File: src/rtl/gstore_pkg.sv
package gstore_pkg;
   typedef enum logic {
      ORDER_LITTLE = 1'b0,
      ORDER_BIG    = 1'b1
   } byte_order_e;

   // index of the source byte (counted from the least significant end)
   // that lands in address lane "lane" for a word of nbytes bytes
   function automatic int unsigned lane_source(input int unsigned lane,
                                               input int unsigned nbytes,
                                               input byte_order_e order);
      int unsigned flip;
      flip = (order == ORDER_LITTLE) ? (nbytes - 1) : 0;
      return (nbytes - 1) - (lane ^ flip);
   endfunction
endpackage

File: src/rtl/gstore_addr_gen.sv
module gstore_addr_gen #(
   parameter int unsigned ADDR_W     = 32,
   parameter int unsigned DISP_W     = 7,
   parameter int unsigned SCALE_LOG2 = 2,
   parameter int unsigned LANE_BITS  = 2
) (
   input  logic [ADDR_W-1:0]           base_i,
   input  logic [DISP_W-1:0]           disp_i,
   output logic [ADDR_W-LANE_BITS-1:0] waddr_o,
   output logic                        misaligned_o
);
   logic [ADDR_W-1:0] disp_sx;
   logic [ADDR_W-1:0] disp_scaled;
   logic [ADDR_W-1:0] eff_addr;

   if (DISP_W + SCALE_LOG2 > ADDR_W) begin : g_bad_disp
      $error("gstore_addr_gen: displacement wider than address");
   end

   assign disp_sx     = {{(ADDR_W-DISP_W){disp_i[DISP_W-1]}}, disp_i};
   assign disp_scaled = disp_sx << SCALE_LOG2;
   assign eff_addr    = base_i + disp_scaled;

   assign waddr_o      = eff_addr[ADDR_W-1:LANE_BITS];
   assign misaligned_o = |eff_addr[LANE_BITS-1:0];
endmodule

File: src/rtl/gstore_lane_map.sv
module gstore_lane_map
   import gstore_pkg::*;
#(
   parameter int unsigned DATA_W = 32
) (
   input  logic [DATA_W-1:0] data_i,
   input  byte_order_e       order_i,
   output logic [DATA_W-1:0] lanes_o
);
   localparam int unsigned NBYTES = DATA_W / 8;

   for (genvar j = 0; j < NBYTES; j++) begin : g_lane
      localparam int unsigned SRC_LE = lane_source(j, NBYTES, ORDER_LITTLE);
      localparam int unsigned SRC_BE = lane_source(j, NBYTES, ORDER_BIG);
      assign lanes_o[8*j +: 8] = (order_i == ORDER_BIG) ? data_i[8*SRC_BE +: 8]
                                                        : data_i[8*SRC_LE +: 8];
   end
endmodule

File: src/rtl/gstore_status.sv
module gstore_status (
   input  logic clk,
   input  logic rst,
   input  logic mis_evt_i,
   input  logic trap_en_i,
   input  logic stat_clr_i,
   input  logic jump_i,
   input  logic ack_i,
   output logic mis_flag_o,
   output logic trap_pend_o,
   output logic trap_take_o
);
   logic mis_q;
   logic pend_q;

   always_ff @(posedge clk) begin
      if (rst) begin
         mis_q  <= 1'b0;
         pend_q <= 1'b0;
      end else begin
         // a new event has priority over a clear in the same cycle
         if (mis_evt_i)
            mis_q <= 1'b1;
         else if (stat_clr_i)
            mis_q <= 1'b0;

         if (mis_evt_i && trap_en_i)
            pend_q <= 1'b1;
         else if (jump_i && ack_i)
            pend_q <= 1'b0;
      end
   end

   assign mis_flag_o  = mis_q;
   assign trap_pend_o = pend_q;
   assign trap_take_o = pend_q & jump_i;
endmodule

File: src/rtl/gstore_unit.sv
module gstore_unit
   import gstore_pkg::*;
#(
   parameter int unsigned ADDR_W = 32,
   parameter int unsigned DATA_W = 32,
   parameter int unsigned DISP_W = 7
) (
   input  logic                                  clk,
   input  logic                                  rst,
   input  logic                                  iss_valid,
   output logic                                  iss_ready,
   input  logic [ADDR_W-1:0]                     base_val,
   input  logic [DISP_W-1:0]                     disp_fld,
   input  logic [DATA_W-1:0]                     wdata,
   input  logic [DATA_W-1:0]                     guard_val,
   input  logic                                  big_endian,
   input  logic                                  trap_en,
   input  logic                                  stat_clr,
   input  logic                                  jump_strobe,
   input  logic                                  trap_ack,
   output logic                                  mem_valid,
   input  logic                                  mem_ready,
   output logic [ADDR_W-$clog2(DATA_W/8)-1:0]    mem_waddr,
   output logic [DATA_W/8-1:0]                   mem_be,
   output logic [DATA_W-1:0]                     mem_wdata,
   output logic                                  mis_flag,
   output logic                                  trap_pend,
   output logic                                  trap_take
);
   localparam int unsigned NBYTES    = DATA_W / 8;
   localparam int unsigned LANE_BITS = $clog2(NBYTES);
   localparam int unsigned WADDR_W   = ADDR_W - LANE_BITS;

   if (DATA_W % 8 != 0 || NBYTES < 2 || (1 << LANE_BITS) != NBYTES) begin : g_bad_data
      $error("gstore_unit: DATA_W must be a power-of-two number of bytes");
   end
   if (DISP_W < 2) begin : g_bad_disp
      $error("gstore_unit: DISP_W too small");
   end

   logic [WADDR_W-1:0] waddr_c;
   logic               misaligned_c;
   logic [DATA_W-1:0]  lanes_c;
   logic               accept;
   logic               guard_ok;
   logic               do_write;
   logic               mis_evt;
   logic               unused_guard;

   logic               valid_q;
   logic [WADDR_W-1:0] waddr_q;
   logic [DATA_W-1:0]  wdata_q;

   gstore_addr_gen #(
      .ADDR_W    (ADDR_W),
      .DISP_W    (DISP_W),
      .SCALE_LOG2(LANE_BITS),
      .LANE_BITS (LANE_BITS)
   ) u_addr (
      .base_i      (base_val),
      .disp_i      (disp_fld),
      .waddr_o     (waddr_c),
      .misaligned_o(misaligned_c)
   );

   gstore_lane_map #(
      .DATA_W(DATA_W)
   ) u_lanes (
      .data_i (wdata),
      .order_i(byte_order_e'(big_endian)),
      .lanes_o(lanes_c)
   );

   assign unused_guard = ^guard_val[DATA_W-1:1];
   assign guard_ok     = guard_val[0];
   assign iss_ready    = !valid_q || mem_ready;
   assign accept       = iss_valid && iss_ready;
   assign do_write     = accept && guard_ok && !misaligned_c;
   assign mis_evt      = accept && guard_ok && misaligned_c;

   always_ff @(posedge clk) begin
      if (rst) begin
         valid_q <= 1'b0;
      end else if (do_write) begin
         valid_q <= 1'b1;
      end else if (mem_ready) begin
         valid_q <= 1'b0;
      end
   end

   always_ff @(posedge clk) begin
      if (do_write) begin
         waddr_q <= waddr_c;
         wdata_q <= lanes_c;
      end
   end

   gstore_status u_status (
      .clk        (clk),
      .rst        (rst),
      .mis_evt_i  (mis_evt),
      .trap_en_i  (trap_en),
      .stat_clr_i (stat_clr),
      .jump_i     (jump_strobe),
      .ack_i      (trap_ack),
      .mis_flag_o (mis_flag),
      .trap_pend_o(trap_pend),
      .trap_take_o(trap_take)
   );

   assign mem_valid = valid_q;
   assign mem_waddr = waddr_q;
   assign mem_wdata = wdata_q;
   assign mem_be    = valid_q ? {NBYTES{1'b1}} : {NBYTES{1'b0}};
endmodule

File: config.mk
export PLATFORM = sky130hd
export DESIGN_NAME = gstore_unit
export DESIGN_NICKNAME = d
export VERILOG_FILES = /design/src/rtl/gstore_pkg.sv /design/src/rtl/gstore_addr_gen.sv /design/src/rtl/gstore_lane_map.sv /design/src/rtl/gstore_status.sv /design/src/rtl/gstore_unit.sv
export SDC_FILE = /design/constraint.sdc
export NUM_CORES = 1
export LEC_CHECK = 0
export BUFFER_PORTS_ARGS = -buffer_cell sky130_fd_sc_hd__clkbuf_2
export CORE_MARGIN = 2
export CORE_UTILIZATION = 40
export CTS_CLUSTER_SIZE = 14
export DETAILED_ROUTE_END_ITERATION = 10
export HOLD_SLACK_MARGIN = 0.1
export PLACE_DENSITY = 0.8
export RECOVER_POWER = 50
export SLEW_MARGIN = 20
export SYNTH_ARGS = -nofsm -noshare
export SYNTH_HDL_FRONTEND = slang
export SYNTH_HIERARCHICAL = 1
export SYNTH_SLANG_ARGS = --single-unit
File: constraint.sdc
create_clock -name clk -period 9 [get_ports clk]
set_input_delay 1.8 -clock clk [delete_from_list [all_inputs] [get_ports clk]]
set_output_delay 1.8 -clock clk [all_outputs]
set_load 0.02 [all_outputs]
==> flow_summary.toml <==
[worst_setup_path]
path_cells = "clkbuf_2 -> and2_2 -> clkbuf_2"
timing.critical_path.required_ns = 7.20
worst-r2r-cell-count = 3
timing_worst_setup_path_type = "primary input to output pin"
cp_top_family = "buffers and inverters"
critical-path-max-stage-delay_ns = 0.17
worst-path-max-fanout = 2
timing.rr.start = "mem_valid"
r2r-end = "mem_waddr[17]"
setup.reg_to_reg.worst_slack_ns = 7.28
timing.critical_path.to = "trap_take"
critical_path_slowest_stage_cell = "sky130_fd_sc_hd__and2_2"
timing.critical_path.from = "jump_strobe"
worst-path-buf-inv = 2
worst-endpoint-arrival_ns = 2.21
crit_path_start_kind = "primary input"
worstSetupEndpointType = "output pin"
critical-path-top-cell-by-count = "sky130_fd_sc_hd__clkbuf_2"
worst-path-stages = 3

[route]
ant_nets = 0
first_pass_iters = 4
via_count = 3338
viasPerCell = 5.26
finalWirelength_um = 9920
route.detailed.drc = 0
dr.first_iter.drc_count = 217
routed_wire_length_per_instance_um = 15.6

[flow_run]
drv.max_cap_violation_count = 1

[global_routing]
grt_pass1_wl_um = 15400
initial_antenna_violation_count = 0
use_met3_pct = 3.53
use_met2_pct = 31.3
grt_util_all_layers_pct = 17.2
maximum_number_of_pins_on_one_net_before_global_route_repair = 63
first_global_vias = 3275
globalRouteMet1Util_pct = 18.2
grt.overflow.total = 0
global_route.peak_usage_layer = "met2"

[place]
dpl.hpwl_um = 7740
placed_area_sq_um = 5060
dp.cells = 618
finalWeightedCongestion = 0.869
post-place-ws_ns = 4.70
portBuffers = 151

[floorplanning]
die_height_um = 107
floorplan.rows = 37
top_level_ports = 183
die_area_sq_um = 11400
floorplan.initialDensity_pct = 41.1
core-area_sq_um = 10300
die_x_um = 107

[power]
power.density_cell_area_nw_per_um2 = 152
share_seq_of_total_power_pct = 45.5
ir_worst_vdd_v = 0.0000702
switchingPower_uw = 214
power.share.clock_pct = 30.2
internal_power_uw = 555
totalPowerFinal_uw = 769
p_leak_nw = 1.98
sw_frac_of_total_pct = 27.8
p_comb_share_pct = 24.3

[final_layout]
layout.nets = 635
area_growth_pct = 19.4
final_core_utilization_pct = 49.0
finish.instance_area_sq_um = 5060
drive_gt1_share_pct = 24.7
ff_latch_area_sq_um = 1920
final_cell_mix = "80 x sky130_fd_sc_hd__clkbuf_2, 73 x sky130_fd_sc_hd__clkbuf_1, 62 x sky130_fd_sc_hd__edfxtp_1, 33 x sky130_fd_sc_hd__a21oi_1, 29 x sky130_fd_sc_hd__ha_1"
final_cell_count_no_fill = 634
layout_commonest_cell = "sky130_fd_sc_hd__clkbuf_2"
multi_input_comb_area_sq_um = 2070
antenna-diode-count = 0
nFillCells = 994

[timing]
fin_worst_skew_ns = 0.00697
final_min_period_over_clock_period_pct = 44.6
finalSetupTns_ns = 0
finalCriticalPeriod_ns = 4.01
whs_ns = 0.489
rsz0062_at_grt = "no"
post-route-worst-setup-slack_ns = 4.99
timing.slew.headroom_pct = -27.6
setup_viol = 0
report.final.hold_viol_count = 0
timing_limited_maximum_frequency_mhz = 249
tightestPinTransition_ns = 1.91
finalMaxSlewViolations = 33

[cts]
clock_sink_count = 65
cts_repair_resize_count = 0
clock_tree.root_cell = "sky130_fd_sc_hd__clkbuf_8"
post_cts.repair.setup_buffers = 0
worst_setup_hold_path_clk_slew_ns = 0.06
cts_max_path_buffers = 2
ctsHoldBuffers = 0
clock_insertion_delay_worst_skew_ns = 0.34
ctsHtreeMaxLevel = 3
cts_buffers = 9
tritoncts = "built"

[outcome]
outcome = "finished with violations"
failed_checks = "capacitance limit, slew limit"

[synthesis]
synth_enable_flop_cells = 62
synth_nets = 484
share_of_flip_flops_with_an_asynchronous_set_or_reset_pct = 0
mappedNetlistArea_sq_um = 4240
post_synth_inst_count = 342
synth_cell_types = 62
synth_sequential_area_ratio_pct = 45.3
top_ff_cell_synth = "sky130_fd_sc_hd__edfxtp_1"
synth_area_per_cell_sq_um = 12.4
ys_ff_latch = 65
synthesis_warnings = 6

[hold_path]
hold_path.class = "flip-flop to flip-flop"
-- state kept, by name, indices dropped and copies added (netlist names) --
register	count
mem_waddr	30
u_status/trap_pend_o	1
mem_valid	1
u_status/mis_flag_o	1
mem_wdata	32
-- cell families (layout without fill, tap and decap cells) --
family          after synthesis  count (layout)  share of synthesized area, %
mux                          32              32                          11.2
compound gates               97              97                          16.7
flops                        65              65                          45.3
xor+xnor                     26              26                          5.37
fa+ha+maj                    30              30                          9.03
buf+inv                      22             178                          3.69
simple gates                 70              70                          8.71
-- worst min-delay path by stage --
| stage | cells past startpoint | to | slack, ns | from |
|---|---|---|---|---|
| after floorplan | 2 | u_status/mis_flag_o | 0.54 | u_status/mis_flag_o |
| after global placement | 2 | u_status/mis_flag_o | 0.46 | u_status/mis_flag_o |
| after detailed placement | 2 | u_status/mis_flag_o | 0.48 | u_status/mis_flag_o |
| after CTS | 2 | u_status/mis_flag_o | 0.49 | u_status/mis_flag_o |
| after global routing | 2 | u_status/mis_flag_o | 0.51 | u_status/mis_flag_o |
| final | 2 | u_status/mis_flag_o | 0.49 | u_status/mis_flag_o |
-- routing by layer --
| metal | up-vias | routed length [um] |
|---|---|---|
| met2 | 161 | 4960 |
| met4 | 0 | 359 |
| li1 | 1606 | - |
| met5 | - | 0 |
| met3 | 25 | 804 |
| met1 | 1546 | 3800 |
-- worst min-delay path, delay by kind of cell (launching register included) --
kind	cells	cell delay [ns]
AO/OA/AOI/OAI	1	0.06
flip-flops	1	0.31
AND/OR/NAND/NOR	1	0.07
-- synthesized netlist by cell type, types with 3 or more instances --
master	instances	area (sq um)
sky130_fd_sc_hd__a211oi_1	3	22.5
sky130_fd_sc_hd__o21ai_0	13	65.1
sky130_fd_sc_hd__xnor2_1	18	158
sky130_fd_sc_hd__mux2_4	30	450
sky130_fd_sc_hd__a21oi_2	5	43.8
sky130_fd_sc_hd__nor2b_1	3	18.8
sky130_fd_sc_hd__a21o_1	7	52.6
sky130_fd_sc_hd__nor2_1	14	52.6
sky130_fd_sc_hd__buf_4	4	30.0
sky130_fd_sc_hd__o21a_1	4	30.0
sky130_fd_sc_hd__buf_12	3	60.1
sky130_fd_sc_hd__dfxtp_1	3	60.1
sky130_fd_sc_hd__o21bai_1	6	45.0
sky130_fd_sc_hd__nand2_1	26	97.6
sky130_fd_sc_hd__inv_1	10	37.5
sky130_fd_sc_hd__o21ai_1	4	20.0
sky130_fd_sc_hd__nand4_1	6	37.5
sky130_fd_sc_hd__a21oi_1	31	155
sky130_fd_sc_hd__ha_1	29	363
sky130_fd_sc_hd__edfxtp_1	62	1860
sky130_fd_sc_hd__and3_1	3	18.8
sky130_fd_sc_hd__xor2_1	8	70.1
-- area by class of cell --
type | instances | share of cell area (%)
clock inverters | 5 | 1.11
well taps | 136 | 3.36
repair buffers | 152 | 13.3
flip-flops and latches | 65 | 38.0
clock buffers | 11 | 2.60
inverters | 10 | 0.741
multi-input cells | 255 | 40.9
-- power groups by stage --
stage          clock network, mW  registers (mW)  logic [mW]
2_1_floorplan                  0           0.366       0.133
3_3_place_gp                   0           0.356       0.187
3_5_place_dp                   0           0.357       0.194
4_1_cts                    0.239           0.350       0.195
5_1_grt                    0.251           0.350       0.204
6_report                   0.232           0.350       0.187
No activity file was read; power rests on OpenSTA's default activity.
